<file path="src/rtl/segxfer_pkg.sv">
package segxfer_pkg;

    localparam int unsigned REG_AW = 16;

    localparam logic [7:0] OP_COMMIT = 8'h80;
    localparam logic [7:0] OP_END    = 8'hFF;

    typedef enum logic [1:0] {
        K_SEG,
        K_COMMIT,
        K_END,
        K_BAD
    } desc_kind_e;

    typedef enum logic [2:0] {
        ST_IDLE,
        ST_DESC,
        ST_MOVE_A,
        ST_MOVE_B,
        ST_SUM_WR,
        ST_SUM_RD,
        ST_SUM_CMP
    } seq_state_e;

    // Power-up table: two 128-byte segments spanning 0x00..0xFF, commit, end.
    function automatic logic [7:0] dflt_byte(int unsigned i);
        logic [7:0] b;
        case (i)
            0:       b = 8'h7F;
            1:       b = 8'h00;
            2:       b = 8'h00;
            3:       b = 8'h7F;
            4:       b = 8'h00;
            5:       b = 8'h80;
            6:       b = OP_COMMIT;
            default: b = OP_END;
        endcase
        return b;
    endfunction

endpackage

</file>
<file path="src/rtl/segxfer_table.sv">
module segxfer_table #(
    parameter int unsigned TBL_BYTES = 23,
    parameter int unsigned TBL_IW    = 5
) (
    input  logic                        clk,
    input  logic                        rst_n,
    input  logic                        we,
    input  logic [TBL_IW-1:0]           idx,
    input  logic [7:0]                  wdata,
    output logic [TBL_BYTES-1:0][7:0]   entries
);
    import segxfer_pkg::*;

    logic [TBL_BYTES-1:0][7:0] ent_d, ent_q;

    generate
        for (genvar g = 0; g < TBL_BYTES; g++) begin : g_entry
            always_comb begin
                ent_d[g] = ent_q[g];
                if (we && (idx == TBL_IW'(g))) begin
                    ent_d[g] = wdata;
                end
            end

            always_ff @(posedge clk or negedge rst_n) begin
                if (!rst_n) begin
                    ent_q[g] <= dflt_byte(g);
                end else begin
                    ent_q[g] <= ent_d[g];
                end
            end
        end
    endgenerate

    assign entries = ent_q;

endmodule

</file>
<file path="src/rtl/segxfer_decode.sv">
module segxfer_decode #(
    parameter int unsigned TBL_BYTES = 23,
    parameter int unsigned IDX_W     = 5
) (
    input  logic [TBL_BYTES-1:0][7:0]       entries,
    input  logic [IDX_W-1:0]                idx,
    output segxfer_pkg::desc_kind_e         kind,
    output logic [6:0]                      cnt_m1,
    output logic [segxfer_pkg::REG_AW-1:0]  start_addr
);
    import segxfer_pkg::*;

    logic [7:0] b0, b1, b2;
    int unsigned pos;

    always_comb begin
        b0  = 8'h00;
        b1  = 8'h00;
        b2  = 8'h00;
        pos = 32'(idx);
        for (int i = 0; i < int'(TBL_BYTES); i++) begin
            if (pos == i)     b0 = entries[i];
            if (pos + 1 == i) b1 = entries[i];
            if (pos + 2 == i) b2 = entries[i];
        end
    end

    always_comb begin
        if (pos >= TBL_BYTES) begin
            kind = K_BAD;
        end else if (!b0[7]) begin
            kind = (pos + 2 >= TBL_BYTES) ? K_BAD : K_SEG;
        end else if (b0 == OP_COMMIT) begin
            kind = K_COMMIT;
        end else if (b0 == OP_END) begin
            kind = K_END;
        end else begin
            kind = K_BAD;
        end
    end

    assign cnt_m1     = b0[6:0];
    assign start_addr = {b1, b2};

endmodule

</file>
<file path="src/rtl/segxfer_ctrl.sv">
module segxfer_ctrl #(
    parameter int unsigned IDX_W     = 5,
    parameter int unsigned NVM_AW    = 10,
    parameter logic [7:0]  CSUM_SEED = 8'h5A
) (
    input  logic                            clk,
    input  logic                            rst_n,
    input  logic                            cmd_start,
    input  logic                            cmd_store,
    input  segxfer_pkg::desc_kind_e         kind,
    input  logic [6:0]                      dec_cnt_m1,
    input  logic [segxfer_pkg::REG_AW-1:0]  dec_addr,
    output logic [IDX_W-1:0]                idx,
    output logic                            busy,
    output logic                            err,
    output logic                            reg_rd_en,
    output logic                            reg_wr_en,
    output logic [segxfer_pkg::REG_AW-1:0]  reg_addr,
    output logic [7:0]                      reg_wdata,
    input  logic [7:0]                      reg_rdata,
    output logic                            reg_commit,
    output logic                            nvm_en,
    output logic                            nvm_we,
    output logic [NVM_AW-1:0]               nvm_addr,
    output logic [7:0]                      nvm_wdata,
    input  logic [7:0]                      nvm_rdata
);
    import segxfer_pkg::*;

    typedef struct packed {
        seq_state_e          st;
        logic                store;
        logic [IDX_W-1:0]    idx;
        logic [6:0]          cnt;
        logic [REG_AW-1:0]   addr;
        logic [NVM_AW-1:0]   ptr;
        logic [7:0]          csum;
        logic                err;
        logic                commit;
    } seq_t;

    seq_t q, d;
    logic [7:0] moved;

    assign moved = q.store ? reg_rdata : nvm_rdata;

    always_comb begin
        d        = q;
        d.commit = 1'b0;
        case (q.st)
            ST_IDLE: begin
                if (cmd_start) begin
                    d.st    = ST_DESC;
                    d.store = cmd_store;
                    d.idx   = '0;
                    d.ptr   = '0;
                    d.csum  = CSUM_SEED;
                    d.err   = 1'b0;
                end
            end
            ST_DESC: begin
                case (kind)
                    K_SEG: begin
                        d.cnt  = dec_cnt_m1;
                        d.addr = dec_addr;
                        d.idx  = q.idx + IDX_W'(3);
                        d.st   = ST_MOVE_A;
                    end
                    K_COMMIT: begin
                        d.commit = !q.store;
                        d.idx    = q.idx + IDX_W'(1);
                    end
                    K_END: begin
                        d.st = q.store ? ST_SUM_WR : ST_SUM_RD;
                    end
                    default: begin
                        d.err = 1'b1;
                        d.st  = ST_IDLE;
                    end
                endcase
            end
            ST_MOVE_A: begin
                d.st = ST_MOVE_B;
            end
            ST_MOVE_B: begin
                d.csum = q.csum + moved;
                d.ptr  = q.ptr + NVM_AW'(1);
                if (q.cnt == 7'd0) begin
                    d.st = ST_DESC;
                end else begin
                    d.cnt  = q.cnt - 7'd1;
                    d.addr = q.addr + REG_AW'(1);
                    d.st   = ST_MOVE_A;
                end
            end
            ST_SUM_WR: begin
                d.st = ST_IDLE;
            end
            ST_SUM_RD: begin
                d.st = ST_SUM_CMP;
            end
            ST_SUM_CMP: begin
                d.err = (nvm_rdata != q.csum);
                d.st  = ST_IDLE;
            end
            default: begin
                d.st = ST_IDLE;
            end
        endcase
    end

    always_ff @(posedge clk or negedge rst_n) begin
        if (!rst_n) begin
            q <= '{st: ST_IDLE, store: 1'b0, idx: '0, cnt: '0, addr: '0,
                   ptr: '0, csum: '0, err: 1'b0, commit: 1'b0};
        end else begin
            q <= d;
        end
    end

    assign idx        = q.idx;
    assign busy       = (q.st != ST_IDLE);
    assign err        = q.err;
    assign reg_commit = q.commit;

    assign reg_rd_en  = (q.st == ST_MOVE_A) && q.store;
    assign reg_wr_en  = (q.st == ST_MOVE_B) && !q.store;
    assign reg_addr   = q.addr;
    assign reg_wdata  = nvm_rdata;

    assign nvm_en     = ((q.st == ST_MOVE_A) && !q.store) ||
                        ((q.st == ST_MOVE_B) && q.store)  ||
                        (q.st == ST_SUM_WR) || (q.st == ST_SUM_RD);
    assign nvm_we     = ((q.st == ST_MOVE_B) && q.store) || (q.st == ST_SUM_WR);
    assign nvm_addr   = q.ptr;
    assign nvm_wdata  = (q.st == ST_SUM_WR) ? q.csum : reg_rdata;

endmodule

</file>
<file path="src/rtl/segxfer_top.sv">
module segxfer_top #(
    parameter int unsigned TBL_BYTES = 23,
    parameter int unsigned NVM_AW    = 10,
    parameter logic [7:0]  CSUM_SEED = 8'h5A,
    localparam int unsigned TBL_IW   = $clog2(TBL_BYTES),
    localparam int unsigned IDX_W    = $clog2(TBL_BYTES + 3)
) (
    input  logic               clk,
    input  logic               rst_n,
    input  logic               cmd_start,
    input  logic               cmd_store,
    input  logic               tbl_we,
    input  logic [TBL_IW-1:0]  tbl_idx,
    input  logic [7:0]         tbl_wdata,
    output logic               busy,
    output logic               err,
    output logic               reg_rd_en,
    output logic               reg_wr_en,
    output logic [15:0]        reg_addr,
    output logic [7:0]         reg_wdata,
    input  logic [7:0]         reg_rdata,
    output logic               reg_commit,
    output logic               nvm_en,
    output logic               nvm_we,
    output logic [NVM_AW-1:0]  nvm_addr,
    output logic [7:0]         nvm_wdata,
    input  logic [7:0]         nvm_rdata
);
    import segxfer_pkg::*;

    logic [TBL_BYTES-1:0][7:0] entries;
    logic [IDX_W-1:0]          walk_idx;
    desc_kind_e                kind;
    logic [6:0]                dec_cnt_m1;
    logic [REG_AW-1:0]         dec_addr;

    segxfer_table #(.TBL_BYTES(TBL_BYTES), .TBL_IW(TBL_IW)) u_table (
        .clk     (clk),
        .rst_n   (rst_n),
        .we      (tbl_we),
        .idx     (tbl_idx),
        .wdata   (tbl_wdata),
        .entries (entries)
    );

    segxfer_decode #(.TBL_BYTES(TBL_BYTES), .IDX_W(IDX_W)) u_decode (
        .entries    (entries),
        .idx        (walk_idx),
        .kind       (kind),
        .cnt_m1     (dec_cnt_m1),
        .start_addr (dec_addr)
    );

    segxfer_ctrl #(.IDX_W(IDX_W), .NVM_AW(NVM_AW), .CSUM_SEED(CSUM_SEED)) u_ctrl (
        .clk        (clk),
        .rst_n      (rst_n),
        .cmd_start  (cmd_start),
        .cmd_store  (cmd_store),
        .kind       (kind),
        .dec_cnt_m1 (dec_cnt_m1),
        .dec_addr   (dec_addr),
        .idx        (walk_idx),
        .busy       (busy),
        .err        (err),
        .reg_rd_en  (reg_rd_en),
        .reg_wr_en  (reg_wr_en),
        .reg_addr   (reg_addr),
        .reg_wdata  (reg_wdata),
        .reg_rdata  (reg_rdata),
        .reg_commit (reg_commit),
        .nvm_en     (nvm_en),
        .nvm_we     (nvm_we),
        .nvm_addr   (nvm_addr),
        .nvm_wdata  (nvm_wdata),
        .nvm_rdata  (nvm_rdata)
    );

endmodule

</file>
<file path="config.mk">
export PLATFORM = sky130hd
export DESIGN_NAME = segxfer_top
export DESIGN_NICKNAME = d
export VERILOG_FILES = /design/src/rtl/segxfer_pkg.sv /design/src/rtl/segxfer_table.sv /design/src/rtl/segxfer_decode.sv /design/src/rtl/segxfer_ctrl.sv /design/src/rtl/segxfer_top.sv
export SDC_FILE = /design/constraint.sdc
export NUM_CORES = 1
export LEC_CHECK = 0
export BUFFER_PORTS_ARGS = -buffer_cell sky130_fd_sc_hd__buf_2
export CAP_MARGIN = 10
export CORE_ASPECT_RATIO = 0.7
export CORE_UTILIZATION = 29
export CTS_CLUSTER_SIZE = 30
export DETAILED_ROUTE_END_ITERATION = 7
export PLACE_DENSITY = 0.5
export SLEW_MARGIN = 30
export SYNTH_ARGS = -nofsm -noshare
export SYNTH_HDL_FRONTEND = slang
export SYNTH_SLANG_ARGS = --single-unit
</file>
<file path="constraint.sdc">
create_clock -name clk -period 3.9 [get_ports clk]
set_input_delay 0.39 -clock clk [delete_from_list [all_inputs] [get_ports clk]]
set_output_delay 0.39 -clock clk [all_outputs]
set_load 0.05 [all_outputs]
</file>
Yosys cells after proc, flatten, opt, wreduce, memory -nomap -nowiden:

Cells that the tools add are included.

* RAM bits: 0
* memories kept: 0
* flip-flop bits (word level): 236
* bits in read-only memories: 0
* latch bits: 0
* logic and storage cells: 290
* input port bits: 34
* output and inout bits: 49

* $add $sub $neg: 8
* order comparisons: 2
* divide/modulo/power cells: 0
* mux-type cells: 92
* eq/ne operators: 105
* bitwise logic cells: 0
* $mul: 0
* reductions and logical operators: 51
* shift-type cells: 0

Operators by type and width (number)
* 2-to-1 mux 8 bit: 71
* equality test 32 x 4 -> 1 bit, second input constant: 16
* equality test 32 x 5 -> 1 bit, second input constant: 14
* equality test 32 x 3 -> 1 bit, second input constant: 8
* equality test 32 x 2 -> 1 bit, second input constant: 4
* equality test 5 x 4 -> 1 bit, second input constant: 16
* equality test 5 bit, second input constant: 14
* equality test 32 x 1 -> 1 bit, second input constant: 2
* zero test 32 bit: 2
* 2-to-1 mux 23 bit: 2
* case mux 23 bit (2 select lines): 1
* equality test 5 x 3 -> 1 bit, second input constant: 8
* case mux 18 bit (2 select lines): 1
* greater-or-equal comparator 32 x 5 -> 1 bit, second input constant: 1
* logical AND 1 bit: 27
* equality test 5 x 2 -> 1 bit, second input constant: 4
* case mux 5 bit (2 select lines): 2
* 2-to-1 mux 19 bit: 1
* adder 16 x 1 -> 16 bit, second input constant: 1
* equality test 8 bit, second input constant: 2
* case mux 3 bit (5 select lines): 1
* adder 10 x 1 -> 10 bit, second input constant: 1
* equality test 5 x 1 -> 1 bit, second input constant: 2
* zero test 5 bit: 2
* other kinds (30): 55

Logic depth before layout (Yosys ltp):

* depth after elaboration: 33
* mapped depth: 20
* depth with buffers taken out: 17

By module:

A second synthesis with hierarchy kept.

* cell total of the unflattened synthesis: 1831
* area, all modules: 17182.7 sq um

By module, submodules not included
* segxfer_table: cells each 427, area an instance 7209.4 sq um, seq. area each 4784.6 sq um, times used 1
* segxfer_decode: cells each 977, area an instance 6248.5 sq um, seq. area each 0.0 sq um, times used 1
* segxfer_ctrl: cells each 427, area an instance 3724.8 sq um, seq. area each 1301.2 sq um, times used 1

Worst setup path before layout:

Ideal clock, no wire load.

* path type: register to register
* from: register u_ctrl.q (netlist bit u_ctrl.idx[1])
* to: register u_ctrl.q (netlist bit u_ctrl.idx[4])
* required time: 3822 ps
* cell stages (with the launch flop): 18
* setup time: 78 ps
* path buffers: 3
* arrival time: 3574 ps
* setup slack: 249 ps
* path through: dfrtp_1 > buf_2 > buf_4 > nand2_1 > nor2_1 > ha_1 > clkbuf_1 > nor2_1 > a221o_1 > nand3_1 > o21ai_1 > and4_1 > nand4_1 > nor2b_1 > fa_1 > nor2_1 > or4b_1 > a21oi_1

* longest elaborated chain between the ends: 32

Ends and longest elaborated chain
* start: declaration: RTL line segxfer_ctrl.sv:42 `seq_t q, d;`
* start signal: assignment: RTL line segxfer_ctrl.sv:114 `q <= '{st: ST_IDLE, store: 1'b0, idx: '0, cnt: '0, addr: '0,`
* zero test 5 bit: RTL line segxfer_decode.sv:22 `if (pos == i) b0 = entries[i];`
* 2-to-1 mux 8 bit (23 in a row): RTL line segxfer_decode.sv:22
* equality test 8 bit: RTL line segxfer_decode.sv:35 `end else if (b0 == OP_END) begin`
* 2-to-1 mux 1 bit: RTL line segxfer_decode.sv:35
* 2-to-1 mux 2 bit: RTL line segxfer_decode.sv:33 `end else if (b0 == OP_COMMIT) begin`
* 2-to-1 mux 2 bit: RTL line segxfer_decode.sv:31 `end else if (!b0[7]) begin`
* 2-to-1 mux 2 bit: RTL line segxfer_decode.sv:29 `if (pos >= TBL_BYTES) begin`
* equality test 2 x 1 -> 1 bit / zero test 2 bit (equally long branches): RTL line segxfer_ctrl.sv:62 `case (kind)`
* case mux 5 bit (2 select lines) / inequality test 3 bit (equally long branches)
* case mux 5 bit (2 select lines) / AND reduction 3 bit (equally long branches)

Several ways; a longest one is shown, not always the timed one.
A chain may end at the register's enable or synchronous reset.

Final worst setup path:

* from: register u_ctrl.q (netlist bit u_ctrl.idx[4])
* to: register u_ctrl.q (netlist bit u_ctrl.reg_addr[13])

* longest elaborated chain between the ends: 32

Ends and longest elaborated chain (RTL line)
* zero test 5 bit: segxfer_decode.sv:22
* 2-to-1 mux 8 bit (23 in a row): segxfer_decode.sv:22
* equality test 8 bit: segxfer_decode.sv:35
* 2-to-1 mux 1 bit: segxfer_decode.sv:35
* 2-to-1 mux 2 bit: segxfer_decode.sv:33
* 2-to-1 mux 2 bit: segxfer_decode.sv:31
* 2-to-1 mux 2 bit: segxfer_decode.sv:29
* zero test 2 bit: segxfer_ctrl.sv:62
* inequality test 2 bit (no source line)
* AND reduction 3 bit (no source line)

Several ways; a longest one is shown, not always the timed one. The select of a mux whose other input is x is not followed.

==> impl_metrics.prom <==
# TYPE chip_impl_metric gauge
chip_impl_metric{name="design.portCount",unit=""} 83
chip_impl_metric{name="drv_slew",unit=""} 0
chip_impl_metric{name="clkSinkCount",unit=""} 236
chip_impl_metric{name="antenna_found_initial",unit=""} 1
chip_impl_metric{name="global_route.usage.total",unit=""} 0.295
chip_impl_metric{name="peak_freq",unit="GHz"} 0.256
chip_impl_info{name="synth_largest_area_cell",value="sky130_fd_sc_hd__dfstp_2"} 1
chip_impl_metric{name="nFillCells",unit=""} 5847
chip_impl_metric{name="power.total",unit="mW"} 16.3
chip_impl_metric{name="die_w",unit="um"} 291
chip_impl_metric{name="cts_made_buffers",unit=""} 26
chip_impl_metric{name="grt_start_max_net_pins",unit=""} 96
chip_impl_info{name="rsz0062_at_grt",value="true"} 1
chip_impl_metric{name="global_route_wire_length_before_repair",unit="um"} 126000
chip_impl_metric{name="die_outline_height",unit="um"} 204
chip_impl_info{name="critical-path-slowest-cell",value="sky130_fd_sc_hd__ha_1"} 1
chip_impl_metric{name="yosys_register_bits",unit=""} 236
chip_impl_metric{name="fin_crit",unit="ps"} 3910
chip_impl_metric{name="detail_route.vias_per_cell",unit=""} 6.30
chip_impl_metric{name="postLayoutSetupSlackWorst",unit="ps"} -10.3
chip_impl_info{name="violated_checks",value="setup timing"} 1
chip_impl_metric{name="post_detailed_route_wirelength_per_cell",unit="um"} 32.4
chip_impl_info{name="timing.critical_path.cells",value="buf_4 > inv_1 > ha_1 > or3b_2 > buf_4 > nor2_1 > buf_4 > a221o_1 > a2111oi_0 > o211ai_1 > o211ai_1 > a21oi_1 > o221a_2"} 1
chip_impl_info{name="synth_top_cells_by_area",value="sky130_fd_sc_hd__dfstp_2, sky130_fd_sc_hd__dfrtp_1, sky130_fd_sc_hd__mux2_2"} 1
chip_impl_info{name="cts.root.buffer_cell",value="sky130_fd_sc_hd__clkbuf_16"} 1
chip_impl_info{name="top_cells_by_instance_count_after_synthesis",value="sky130_fd_sc_hd__mux2_2, sky130_fd_sc_hd__dfstp_2, sky130_fd_sc_hd__nand2_1"} 1
chip_impl_metric{name="netlist.area_leader.share",unit=""} 0.223
chip_impl_metric{name="drt-initial-drc-count",unit=""} 2622
chip_impl_metric{name="drt-total-wl",unit="um"} 89800
chip_impl_metric{name="synth.yosys.seq_area_share",unit=""} 0.358
chip_impl_metric{name="globalRoute.totalOverflow",unit=""} 0
chip_impl_metric{name="dp_hpwl",unit="um"} 71100
chip_impl_metric{name="drt_first_pass_iters",unit=""} 8
chip_impl_metric{name="place.port_buffers",unit=""} 82
chip_impl_metric{name="dr_total_vias",unit=""} 17478
chip_impl_metric{name="die_area",unit="um2"} 59600
chip_impl_metric{name="synthesis.yosys.warnings",unit=""} 0
chip_impl_metric{name="first_global_vias",unit=""} 16751
chip_impl_info{name="synth.most_common_cell",value="sky130_fd_sc_hd__mux2_2"} 1
chip_impl_metric{name="post-route-cell-area",unit="um2"} 20500
chip_impl_metric{name="worst_slew_margin_rel",unit=""} 0.432
chip_impl_metric{name="synth_fp_nets",unit=""} 1867
chip_impl_info{name="synth_ff_type",value="sky130_fd_sc_hd__dfstp_2"} 1
chip_impl_metric{name="worst_skew_pair_later_pin_latency",unit="ps"} 570
chip_impl_metric{name="fin_util",unit=""} 0.357
chip_impl_info{name="outcome",value="complete, but fails checks"} 1
chip_impl_metric{name="power.static_leakage",unit="nW"} 8.21
chip_impl_metric{name="critical_path.max_stage_delay",unit="ps"} 460
chip_impl_metric{name="num-nets-final",unit=""} 2048
chip_impl_metric{name="cts.htree.levels",unit=""} 1
chip_impl_metric{name="finalHoldViolCount",unit=""} 0
chip_impl_metric{name="setup_viol",unit=""} 1
chip_impl_info{name="cp-start-kind",value="flop"} 1
chip_impl_metric{name="drv.max_cap_violation_count",unit=""} 0
chip_impl_metric{name="place.gp.congestion",unit=""} 1.08
chip_impl_metric{name="drive_above_1_share",unit=""} 0.379
chip_impl_metric{name="crit_path_max_fanout",unit=""} 11
chip_impl_metric{name="ctsLongestPathBuffers",unit=""} 3
chip_impl_info{name="hold_path_class",value="in -> reg"} 1
chip_impl_info{name="cp_common_cell",value="sky130_fd_sc_hd__buf_4"} 1
chip_impl_metric{name="ir_drop_worst_case_vdd",unit="mV"} 0.292
chip_impl_metric{name="fin_tns_setup",unit="ps"} -10.3
chip_impl_metric{name="core",unit="um2"} 57300
chip_impl_metric{name="synth_enable_flop_cells",unit=""} 0
chip_impl_metric{name="area_growth_syn_to_layout",unit="%"} 20.4
chip_impl_info{name="critical_path_class",value="reg -> reg"} 1
chip_impl_metric{name="synth.distinct_cells",unit=""} 101
chip_impl_metric{name="residual_drc",unit=""} 0
chip_impl_info{name="cts_tree",value="done"} 1
chip_impl_metric{name="final_antenna_net_count",unit=""} 0
chip_impl_metric{name="max_slew.worst_pin.slew",unit="ps"} 851
chip_impl_metric{name="synthesis.area_per_instance",unit="um2"} 9.34
chip_impl_metric{name="worst_clock_skew",unit="ps"} 16.8
chip_impl_metric{name="crit_arrival",unit="ps"} 4370
chip_impl_metric{name="period_share",unit=""} 1.00
chip_impl_metric{name="mappedNetlistArea",unit="um2"} 17000
chip_impl_metric{name="async_flop_share",unit=""} 1.00
chip_impl_metric{name="fp-row-count",unit=""} 73
chip_impl_metric{name="timing.critical_path.required",unit="ps"} 4360
chip_impl_metric{name="placedInstanceArea",unit="um2"} 19300
chip_impl_info{name="end_kind",value="flop"} 1
chip_impl_metric{name="clk_pin_slew",unit="ps"} 70
chip_impl_metric{name="gate_count_of_the_mapped_netlist",unit=""} 1818
chip_impl_metric{name="p_per_area",unit="nW/um2"} 796
chip_impl_metric{name="initial_core_util",unit=""} 0.297
[registers in the layout, indices dropped and copies added, names as in the netlist]
name and cells:
u_table.entries 184, u_ctrl.nvm_addr 10, u_ctrl.q 19, u_ctrl.reg_addr 16
u_ctrl.reg_commit 1, u_ctrl.err 1, u_ctrl.idx 5
[critical path: cells and delay by family, from the launching register on]
kind / cells / cell delay (ps)
AOI/OAI and AO/OA: 6 / 1930
adders and majority gates: 1 / 460
buffers and inverters: 4 / 640
DFF: 1 / 440
and+or+nand+nor: 2 / 330
[logic make-up (layout without fill, tap and decap cells)]
logic type / after synthesis / after routing / share of synthesized area
flip-flops: 236 / 236 / 0.358
other: 0 / 7 / 0
AO/OA/AOI/OAI: 553 / 553 / 0.233
XOR/XNOR: 17 / 17 / 0.00921
adder cells (fa/ha/maj): 15 / 15 / 0.0119
buffers and inverters: 196 / 397 / 0.0595
multiplexers: 245 / 245 / 0.159
AND/OR/NAND/NOR: 556 / 556 / 0.169
[final cells by class]
type / count / area (um2) / area share
Antenna cell: 7 / 17.5 / 0.000857
Clock buffer: 36 / 771 / 0.0377
Clock inverter: 12 / 145 / 0.00710
Inverter: 34 / 128 / 0.00624
Multi-Input combinational cell: 1386 / 10000 / 0.490
Sequential cell: 236 / 6090 / 0.298
Tap cell: 750 / 938 / 0.0459
Timing Repair Buffer: 315 / 2340 / 0.114
[metrics by stage]
stage          hold WS [ps]  instances  setup slack [ps]
2_1_floorplan          94.4       1818               249
4_1_cts                 245       2767              15.7
5_1_grt                 304       2774             -36.0
6_report                277       2776             -10.3
3_3_place_gp            427       2717             -28.3
3_5_place_dp            422       2717              44.2
[metal layers]
layer  GRT usage  share of wire
met1       0.449           0.48
met2       0.377           0.37
met3       0.115           0.13
met4      0.0599          0.022
met5      0.0228         0.0020
[path summary, 6_finish.rpt]
check | from | end | slack (ps) | depth (start not counted)
worst max-delay path | u_ctrl.idx[4] | u_ctrl.reg_addr[13] | -10 | 13
worst min-delay path | cmd_start | u_ctrl.err | 280 | 4
worst max register to register | u_ctrl.idx[4] | u_ctrl.reg_addr[13] | -10 | 13
worst min register to register | u_ctrl.err | u_ctrl.err | 500 | 1
max in group asynchronous | rst_n | u_table.entries[30] | 2510 | 3
min in group asynchronous | rst_n | u_ctrl.reg_addr[12] | 400 | 2
[power breakdown]
group	leakage [nW]	internal [mW]	total (mW)	switching, mW
registers	2.66	3.29	4.45	1.16
logic	5.10	3.52	9.16	5.63
clock network	0.453	1.58	2.67	1.09
[cells in the final DEF, fill, tap and decap left out, types with 30 or more instances in the layout]
cell type	instances
sky130_fd_sc_hd__o22ai_1	41
sky130_fd_sc_hd__dfstp_2	144
sky130_fd_sc_hd__nand3_1	47
sky130_fd_sc_hd__dfrtp_1	89
sky130_fd_sc_hd__nand2_1	128
sky130_fd_sc_hd__mux2i_1	46
sky130_fd_sc_hd__nor3_1	49
sky130_fd_sc_hd__inv_1	31
sky130_fd_sc_hd__o21ai_0	99
sky130_fd_sc_hd__mux2_2	195
sky130_fd_sc_hd__a21oi_1	94
sky130_fd_sc_hd__buf_2	81
sky130_fd_sc_hd__buf_4	218
sky130_fd_sc_hd__o211ai_1	30
sky130_fd_sc_hd__nand2b_1	35
sky130_fd_sc_hd__nor2_1	125
[what timing repair did]
item | 4_1_cts | 5_1_grt
hold buffers | 2 | 0
endpoints found under the setup margin | 0 | 7
endpoints found under the hold margin | 32 | 0
setup buffers | 0 | 1
resized for setup | 0 | 30
(Power assumes the default switching activity.)
